## config.mk

```make
export PLATFORM = sky130hd
export DESIGN_NAME = sar_seq
export DESIGN_NICKNAME = d
export VERILOG_FILES = /design/src/rtl/sar_pkg.sv /design/src/rtl/sar_start_det.sv /design/src/rtl/sar_ctrl.sv /design/src/rtl/sar_result_reg.sv /design/src/rtl/sar_seq.sv
export SDC_FILE = /design/constraint.sdc
export NUM_CORES = 1
export LEC_CHECK = 0
export BUFFER_PORTS_ARGS = -buffer_cell sky130_fd_sc_hd__buf_2
export CAP_MARGIN = 20
export CORE_MARGIN = 2
export CORE_UTILIZATION = 25
export CTS_BUF_LIST = sky130_fd_sc_hd__clkbuf_4 sky130_fd_sc_hd__clkbuf_8 sky130_fd_sc_hd__clkbuf_16
export DETAILED_ROUTE_END_ITERATION = 10
export GPL_ROUTABILITY_DRIVEN = 0
export MAX_ROUTING_LAYER = met4
export SLEW_MARGIN = 5
export SYNTH_ARGS = -nofsm -noshare
export SYNTH_HDL_FRONTEND = slang
export SYNTH_HIERARCHICAL = 1
export SYNTH_SLANG_ARGS = --single-unit
export TNS_END_PERCENT = 20
```

## constraint.sdc

```tcl
create_clock -name clk_i -period 2 [get_ports clk_i]
set_clock_uncertainty 0.1 [all_clocks]
set_input_delay 0.1 -clock clk_i [delete_from_list [all_inputs] [get_ports clk_i]]
set_output_delay 0.1 -clock clk_i [all_outputs]
set_load 0.01 [all_outputs]
```

## src/rtl/sar_pkg.sv

```systemverilog
package sar_pkg;

    typedef enum logic {
        LEN_FULL  = 1'b0,
        LEN_SHORT = 1'b1
    } len_e;

endpackage

```

## src/rtl/sar_start_det.sv

```systemverilog
module sar_start_det (
    input  logic clk_i,
    input  logic rst_ni,
    input  logic rc_i,
    input  logic ce_i,
    input  logic cs_ni,
    output logic fall_o
);

    typedef struct packed {
        logic rc;
    } det_t;

    det_t det_d, det_q;

    always_comb begin
        det_d    = det_q;
        det_d.rc = rc_i;
    end

    always_ff @(posedge clk_i or negedge rst_ni) begin
        if (!rst_ni) begin
            det_q <= '0;
        end else begin
            det_q <= det_d;
        end
    end

    // high-to-low transition of read/convert, qualified by live enables
    assign fall_o = det_q.rc & ~rc_i & ce_i & ~cs_ni;

endmodule

```

## src/rtl/sar_ctrl.sv

```systemverilog
module sar_ctrl
    import sar_pkg::*;
#(
    parameter int WIDTH     = 12,
    parameter int SHORT_LEN = 8,
    localparam int IW       = $clog2(WIDTH)
) (
    input  logic          clk_i,
    input  logic          rst_ni,
    input  logic          start_i,
    input  logic          len_i,
    output logic          accept_o,
    output logic          busy_o,
    output logic          short_o,
    output logic          last_o,
    output logic [IW-1:0] idx_o
);

    localparam logic [IW-1:0] MSB_IDX    = IW'(WIDTH - 1);
    localparam logic [IW-1:0] STOP_SHORT = IW'(WIDTH - SHORT_LEN);

    typedef struct packed {
        logic          busy;
        len_e          mode;
        logic [IW-1:0] idx;
    } ctl_t;

    ctl_t ctl_d, ctl_q;
    logic [IW-1:0] stop_idx;
    logic          last;
    logic          accept;

    always_comb begin
        stop_idx = (ctl_q.mode == LEN_SHORT) ? STOP_SHORT : '0;
        last     = ctl_q.busy && (ctl_q.idx == stop_idx);
        accept   = start_i && !ctl_q.busy;
        ctl_d    = ctl_q;
        if (accept) begin
            ctl_d.busy = 1'b1;
            ctl_d.mode = len_i ? LEN_SHORT : LEN_FULL;
            ctl_d.idx  = MSB_IDX;
        end else if (ctl_q.busy) begin
            if (last) begin
                ctl_d.busy = 1'b0;
            end else begin
                ctl_d.idx = ctl_q.idx - 1'b1;
            end
        end
    end

    always_ff @(posedge clk_i or negedge rst_ni) begin
        if (!rst_ni) begin
            ctl_q <= '{busy: 1'b0, mode: LEN_FULL, idx: '0};
        end else begin
            ctl_q <= ctl_d;
        end
    end

    assign accept_o = accept;
    assign busy_o   = ctl_q.busy;
    assign short_o  = (ctl_q.mode == LEN_SHORT);
    assign last_o   = last;
    assign idx_o    = ctl_q.idx;

    // captured length cannot move while a conversion runs
    p_len_held_r6: assert property (@(posedge clk_i) disable iff (!rst_ni)
        ctl_q.busy |=> $stable(ctl_q.mode));

    // a start request during busy never restarts the bit walk
    p_no_restart_r7: assert property (@(posedge clk_i) disable iff (!rst_ni)
        (ctl_q.busy && !last) |=> (ctl_q.busy && (ctl_q.idx == $past(ctl_q.idx) - 1'b1)));

    // the final resolving cycle is always followed by idle
    p_end_idle_r7: assert property (@(posedge clk_i) disable iff (!rst_ni)
        last |=> !ctl_q.busy);

endmodule

```

## src/rtl/sar_result_reg.sv

```systemverilog
module sar_result_reg #(
    parameter int WIDTH = 12,
    localparam int IW   = $clog2(WIDTH)
) (
    input  logic             clk_i,
    input  logic             rst_ni,
    input  logic             load_i,
    input  logic             step_i,
    input  logic [IW-1:0]    idx_i,
    input  logic             cmp_i,
    output logic [WIDTH-1:0] code_o
);

    typedef struct packed {
        logic [WIDTH-1:0] code;
    } res_t;

    res_t res_d, res_q;
    logic [WIDTH-1:0] bit_nx;
    logic [IW:0]      idx_w;

    assign idx_w = {1'b0, idx_i};

    for (genvar b = 0; b < WIDTH; b++) begin : g_bit
        logic hit;
        logic below;
        assign hit   = (idx_w == (IW+1)'(b));
        assign below = (idx_w == (IW+1)'(b + 1));
        assign bit_nx[b] = load_i          ? (b == WIDTH - 1)
                         : (step_i & hit)   ? cmp_i
                         : (step_i & below) ? 1'b1
                         : res_q.code[b];
    end

    always_comb begin
        res_d      = res_q;
        res_d.code = bit_nx;
    end

    always_ff @(posedge clk_i or negedge rst_ni) begin
        if (!rst_ni) begin
            res_q <= '0;
        end else begin
            res_q <= res_d;
        end
    end

    assign code_o = res_q.code;

    // idle word is frozen
    p_hold_idle_r8: assert property (@(posedge clk_i) disable iff (!rst_ni)
        (!load_i && !step_i) |=> $stable(code_o));

    // an accepted start leaves only the top trial bit set
    p_first_trial_r2: assert property (@(posedge clk_i) disable iff (!rst_ni)
        load_i |=> (code_o == {1'b1, {(WIDTH-1){1'b0}}}));

    // the resolved bit follows the sampled comparator decision
    p_decide_r4: assert property (@(posedge clk_i) disable iff (!rst_ni)
        (step_i && !load_i) |=> (code_o[$past(idx_i)] == $past(cmp_i)));

endmodule

```

## src/rtl/sar_seq.sv

```systemverilog
module sar_seq
    import sar_pkg::*;
#(
    parameter int WIDTH     = 12,
    parameter int SHORT_LEN = 8
) (
    input  logic             clk_i,
    input  logic             rst_ni,
    input  logic             rc_i,
    input  logic             ce_i,
    input  logic             cs_ni,
    input  logic             len_sel_i,
    input  logic             cmp_i,
    output logic             busy_o,
    output logic [WIDTH-1:0] code_o
);

    localparam int IW   = $clog2(WIDTH);
    localparam int CW   = $clog2(WIDTH + 1);
    localparam int STOP = WIDTH - SHORT_LEN;
    localparam logic [WIDTH-1:0] TAIL_PAT  = WIDTH'(1) << (STOP - 1);
    localparam logic [WIDTH-1:0] TAIL_MASK = (WIDTH'(1) << STOP) - 1'b1;

    logic          fall;
    logic          accept;
    logic          busy;
    logic          short_len;
    logic          last;
    logic [IW-1:0] idx;

    sar_start_det u_det (
        .clk_i  (clk_i),
        .rst_ni (rst_ni),
        .rc_i   (rc_i),
        .ce_i   (ce_i),
        .cs_ni  (cs_ni),
        .fall_o (fall)
    );

    sar_ctrl #(
        .WIDTH     (WIDTH),
        .SHORT_LEN (SHORT_LEN)
    ) u_ctrl (
        .clk_i    (clk_i),
        .rst_ni   (rst_ni),
        .start_i  (fall),
        .len_i    (len_sel_i),
        .accept_o (accept),
        .busy_o   (busy),
        .short_o  (short_len),
        .last_o   (last),
        .idx_o    (idx)
    );

    sar_result_reg #(
        .WIDTH (WIDTH)
    ) u_res (
        .clk_i  (clk_i),
        .rst_ni (rst_ni),
        .load_i (accept),
        .step_i (busy),
        .idx_i  (idx),
        .cmp_i  (cmp_i),
        .code_o (code_o)
    );

    assign busy_o = busy;

    // busy-cycle counter for the length check
    logic [CW-1:0] span_q;
    always_ff @(posedge clk_i or negedge rst_ni) begin
        if (!rst_ni) begin
            span_q <= '0;
        end else if (accept) begin
            span_q <= '0;
        end else if (busy) begin
            span_q <= span_q + 1'b1;
        end
    end

    // reset clears status and word
    p_reset_clear_r1: assert property (@(posedge clk_i)
        !rst_ni |=> (!busy_o && (code_o == '0)));

    // busy lasts exactly the captured length
    p_span_r3: assert property (@(posedge clk_i) disable iff (!rst_ni)
        $fell(busy_o) |-> (span_q == (short_len ? CW'(SHORT_LEN) : CW'(WIDTH))));

    // short conversion leaves trial one then zeros below
    p_short_tail_r5: assert property (@(posedge clk_i) disable iff (!rst_ni)
        ($fell(busy_o) && short_len) |-> ((code_o & TAIL_MASK) == TAIL_PAT));

    // an accepted edge always raises busy
    p_accept_busy_r2: assert property (@(posedge clk_i) disable iff (!rst_ni)
        accept |=> busy_o);

endmodule

```

# Word level (Yosys, flattened, before mapping)
# Cells that the tools add are included.
dict set report word_totals {
  out_inout_bits 13
  elab_cells 111
  reg_bits 19
}
dict set report classes {
  reduce_logical 18
  eq_ne 14
  n_addsub 1
  muxes 44
  bitwise 18
}
# cell n
set op_table {}
lappend op_table {{$mux W1} 40}
lappend op_table {{$reduce_bool A3 Y1} 12}
lappend op_table {{$eq A4 B4 Y1 const B} 5}
lappend op_table {{$and A1 B1 Y1} 16}
lappend op_table {{$eq A4 B3 Y1 const B} 4}
lappend op_table {{$mux W4} 3}
lappend op_table {{$eq A4 B2 Y1 const B} 2}
lappend op_table {{$logic_not A5 Y1} 1}
lappend op_table {{$eq A4 B1 Y1 const B} 1}
lappend op_table {{$eq A4 B4 Y1} 1}
lappend op_table {{$sub A4 B1 Y4 const B} 1}
lappend op_table {{$mux W3} 1}
lappend op_table {{$logic_and A1 B1 Y1} 2}
lappend op_table {{$ne A2 B1 Y1 const B} 1}
lappend op_table {{$not A1 Y1} 2}
lappend op_table {{$reduce_and A2 Y1} 1}
lappend op_table {{$reduce_bool A2 Y1} 1}
lappend op_table {{$logic_not A1 Y1} 1}

# Depth between registers and ports, before layout
dict set report logic_depth {
  ltp_word 7
  ltp_mapped 5
}

# By module
# The synthesis kept the hierarchy.
# mod area_per_inst_um2 instances cells_per_inst seq_area_each_um2
set by_module_without_submodules {}
lappend by_module_without_submodules {sar_result_reg 674.4 1 62 300.3}
lappend by_module_without_submodules {sar_ctrl 326.6 1 29 150.1}
lappend by_module_without_submodules {sar_start_det 37.5 1 2 25.0}

# Least setup slack after synthesis
# OpenSTA, ideal clock, no wires.
dict set report synth_timing {
  kind {flip-flop to flip-flop}
  from {register u_ctrl.ctl_q, in the netlist u_ctrl/idx_o[0]}
  to {register u_ctrl.ctl_q, in the netlist u_ctrl/idx_o[0]}
  t_arrival_ps 1275
  required_time_ps 1775
  stages_incl_launch_ff 6
  synth_period_minus_slack_ps 1499
  path_buffers 0
  setup_slack_ps 501
  path_cell_list {dfrtp_1 > inv_1 > ha_1 > nor2b_1 > a31oi_2 > mux2_2}
}
dict set report synth_via {
  elab_chain_cells 4
}
# element line_no
set synth_lines {}
lappend synth_lines {{start: declaration} sar_ctrl.sv:28} ;# ctl_t ctl_d, ctl_q;
lappend synth_lines {{start signal: assignment} sar_ctrl.sv:53} ;# ctl_q <= '{busy: 1'b0, mode: LEN_FULL, idx: '0};
lappend synth_lines {{start signal: assignment} sar_ctrl.sv:55} ;# ctl_q <= ctl_d;
lappend synth_lines {{$sub A4 B1 Y4 or $eq A4 B4 Y1 (tied branches)} {sar_ctrl.sv:46, sar_ctrl.sv:35}}
lappend synth_lines {{$mux W4 or $logic_and A1 B1 Y1 (tied branches)} {sar_ctrl.sv:43, sar_ctrl.sv:35}}
lappend synth_lines {{$mux W4 or $ne A2 B1 Y1 (tied branches)} --}
lappend synth_lines {{$mux W4 or $reduce_and A2 Y1 (tied branches)} --}
# Parallel ways exist; a longest one is shown, timed or not. The select of a mux whose other input is x is not followed.
# A chain may end at the register's enable or synchronous reset.

# Worst setup path after layout
dict set report layout_timing {
  from {register u_ctrl.ctl_q, in the netlist u_ctrl/idx_o[1]}
  to {register u_res.res_q, in the netlist u_res/code_o[8]}
}
dict set report layout_via {
  elab_chain_cells 4
}
# element line_no
set layout_lines {}
lappend layout_lines {{$eq A4 B4 Y1} sar_result_reg.sv:27} ;# assign hit = (idx_w == (IW+1)'(b));
lappend layout_lines {{$and A1 B1 Y1} sar_result_reg.sv:30} ;# : (step_i & hit) ? cmp_i
lappend layout_lines {{$mux W1} sar_result_reg.sv:30}
lappend layout_lines {{$mux W1} sar_result_reg.sv:29} ;# assign bit_nx[b] = load_i ? (b == WIDTH - 1)
lappend layout_lines {{end signal: assignment} sar_result_reg.sv:44} ;# res_q <= res_d;
lappend layout_lines {{end: declaration} sar_result_reg.sv:18} ;# res_t res_d, res_q;
# Parallel ways exist; a longest one is shown, timed or not.

==> key figures <==
Clock tree
  • CTS-repair resized insts: 0
  • Clock-pin slew on the worst setup and hold paths: 0.07 ns
  • Clock insertion delay at the later pin of the skew report: 0.26 ns
  • Root Buffer: clkbuf_8
  • Cts bufs inserted: 3
  • TritonCTS clock tree: done
  • CTS Buffer Depth: 2
  • H-Tree Level Count: 1
  • Num Clock Sinks: 19
  • Setup Buffers After CTS: 0

Drt
  • Initial DRC count: 10
  • DRC: 0
  • Via density: 4.95
  • Wire per inst: 13.3 um
  • Post-Route WL: 2.22 mm
  • Via count: 827
  • Post-detailed-route count of antenna-violating nets: 0
  • Drt pass-1 iters: 4

Global routing
  • GRT Util Overall: 10.7%
  • Global route total overflow: 0
  • Initial antenna violation count: 0
  • First-pass GRT wire length: 3.60 mm
  • Vias in the first global route: 801
  • Largest net degree at the start of global routing: 20

Power
  • Leakage: 0.546 nW
  • PD cells: 1620 nW/um^2
  • Maximum vdd drop: 0.691 mV

Min path
  • Worst hold stages: 3
  • Hold crit path type: in -> reg

STA
  • # setup viols final: 0
  • Slew HR: 66.0%
  • Worst-margin pin slew: 0.508 ns
  • Min Tclk post-route: 1.64 ns
  • Max Freq: 0.608 GHz
  • RSZ-0062 raised after global routing: false
  • Final Slew Violations: 0
  • Final Cycle Share: 82.2%
  • Setup TNS: 0 ns
  • Final Hold Viols: 0

Job
  • Max cap viols: 0

Setup path
  • Crit Path Category: reg -> reg
  • Startpoint types: flop
  • Crit end category: flop
  • Worst reg-to-reg path cell count: 4
  • WP data required: 2.05 ns
  • Crit path arrival time: 1.69 ns
  • CP max FO: 12

Logic synthesis
  • Synth Instances: 92
  • Post-synthesis average cell area: 11.2 um^2
  • Syn_nets: 101
  • Cell Area, Synth: 1030 um^2
  • Yosys warning total: 6

Floorplanning
  • Die area: 4650 um^2
  • Die width: 68.2 um
  • Die Y-Extent: 68.2 um
  • Initial core utilization: 26.0%
  • Top Ports: 20
  • Site row count: 23
  • Core area: 3970 um^2

Finish
  • Share of cells above drive strength 1: 33.3%
  • Post-Layout Cell Count: 167
  • Final nets: 127
  • Fillers: 416
  • Ant. Diodes: 0
  • Area Growth Syn to Fin: 22.7%

Outcome
  • Status: completed

Placement
  • Port Buf Inserts: 19
  • DP Wirelength: 1.62 mm
  • Placed cell count: 160
==> cell usage in the layout, fill, tap and decap left out, drive strengths merged, types with 3 or more instances in the layout <==
cell type / instances
dlygate4sd3: 3
dfrtp: 19
a31oi: 6
a21oi: 4
buf: 23
inv: 6
nor2: 5
clkbuf: 4
a311oi: 3
nor2b: 5
o21ai: 4
a211oi: 6
==> through the flow <==
step                setup slack, ns  cell area (um^2)  utilization, %  hold slack, ns  power, mW
detailed placement            0.367              1190            29.9         -0.0334       1.77
global route                  0.265              1260            31.9           0.112       2.21
floorplan                     0.528              1030               -          -0.296       1.47
CTS                           0.339              1260            31.9          0.0767       2.06
global placement              0.468              1190            29.9         -0.0420       1.73
finish                        0.356              1260            31.9          0.0862       2.05
==> power by group <==
part / total (mW) / switching (mW) / internal (mW)
registers: 0.736 / 0.170 / 0.566
logic: 1.03 / 0.547 / 0.480
clock network: 0.282 / 0.127 / 0.155
total: 2.05 / 0.844 / 1.20
==> worst max-delay path, cell delays in order (launching register included) <==
cell	delay [ns]
dfrtp_1	0.40
buf_4	0.19
nor2b_1	0.42
a21oi_1	0.13
a311oi_1	0.29
==> state kept, by name (all words and copies together) (netlist names) <==
name and count:
u_ctrl/busy_o 1, u_ctrl/idx_o 4, u_det/det_q 1, u_ctrl/short_o 1
u_res/code_o 12
==> cell type report <==
cell class	count	area, um^2	share of cell area [%]
clock buffer	4	48.8	3.86
inverter	6	22.5	1.78
multi-input combinational	62	500	39.6
sequential	19	475	37.6
tap	50	62.6	4.95
timing repair buffer	26	155	12.3
==> path summary, 6_finish.rpt <==
| kind | endpoint | from | slack [ns] |
|---|---|---|---|
| max reg2reg | u_res/code_o[8] | u_ctrl/idx_o[1] | 0.36 |
| max in group asynchronous | u_res/code_o[5] | rst_ni | 1.29 |
| max | u_res/code_o[8] | u_ctrl/idx_o[1] | 0.36 |
| min in group asynchronous | u_ctrl/busy_o | rst_ni | 0.21 |
| min | u_res/code_o[11] | cmp_i | 0.09 |
| min reg2reg | u_ctrl/idx_o[1] | u_ctrl/idx_o[1] | 0.43 |
==> timing repair <==
item                                    in CTS  in global routing
hold buffers                                 3                  0
endpoints found under the hold margin       21                  0
endpoints found under the setup margin       0                  0
==> metal layers <==
metal / share of wire, % / up-vias / track usage (%)
met5: 0 / - / -
met4: 0.72 / 0 / 3.25
met3: 4.2 / 2 / 3.13
met2: 49 / 16 / 17.8
met1: 46 / 415 / 12.3
li1: - / 394 / -
No activity file was read; power rests on OpenSTA's default activity.
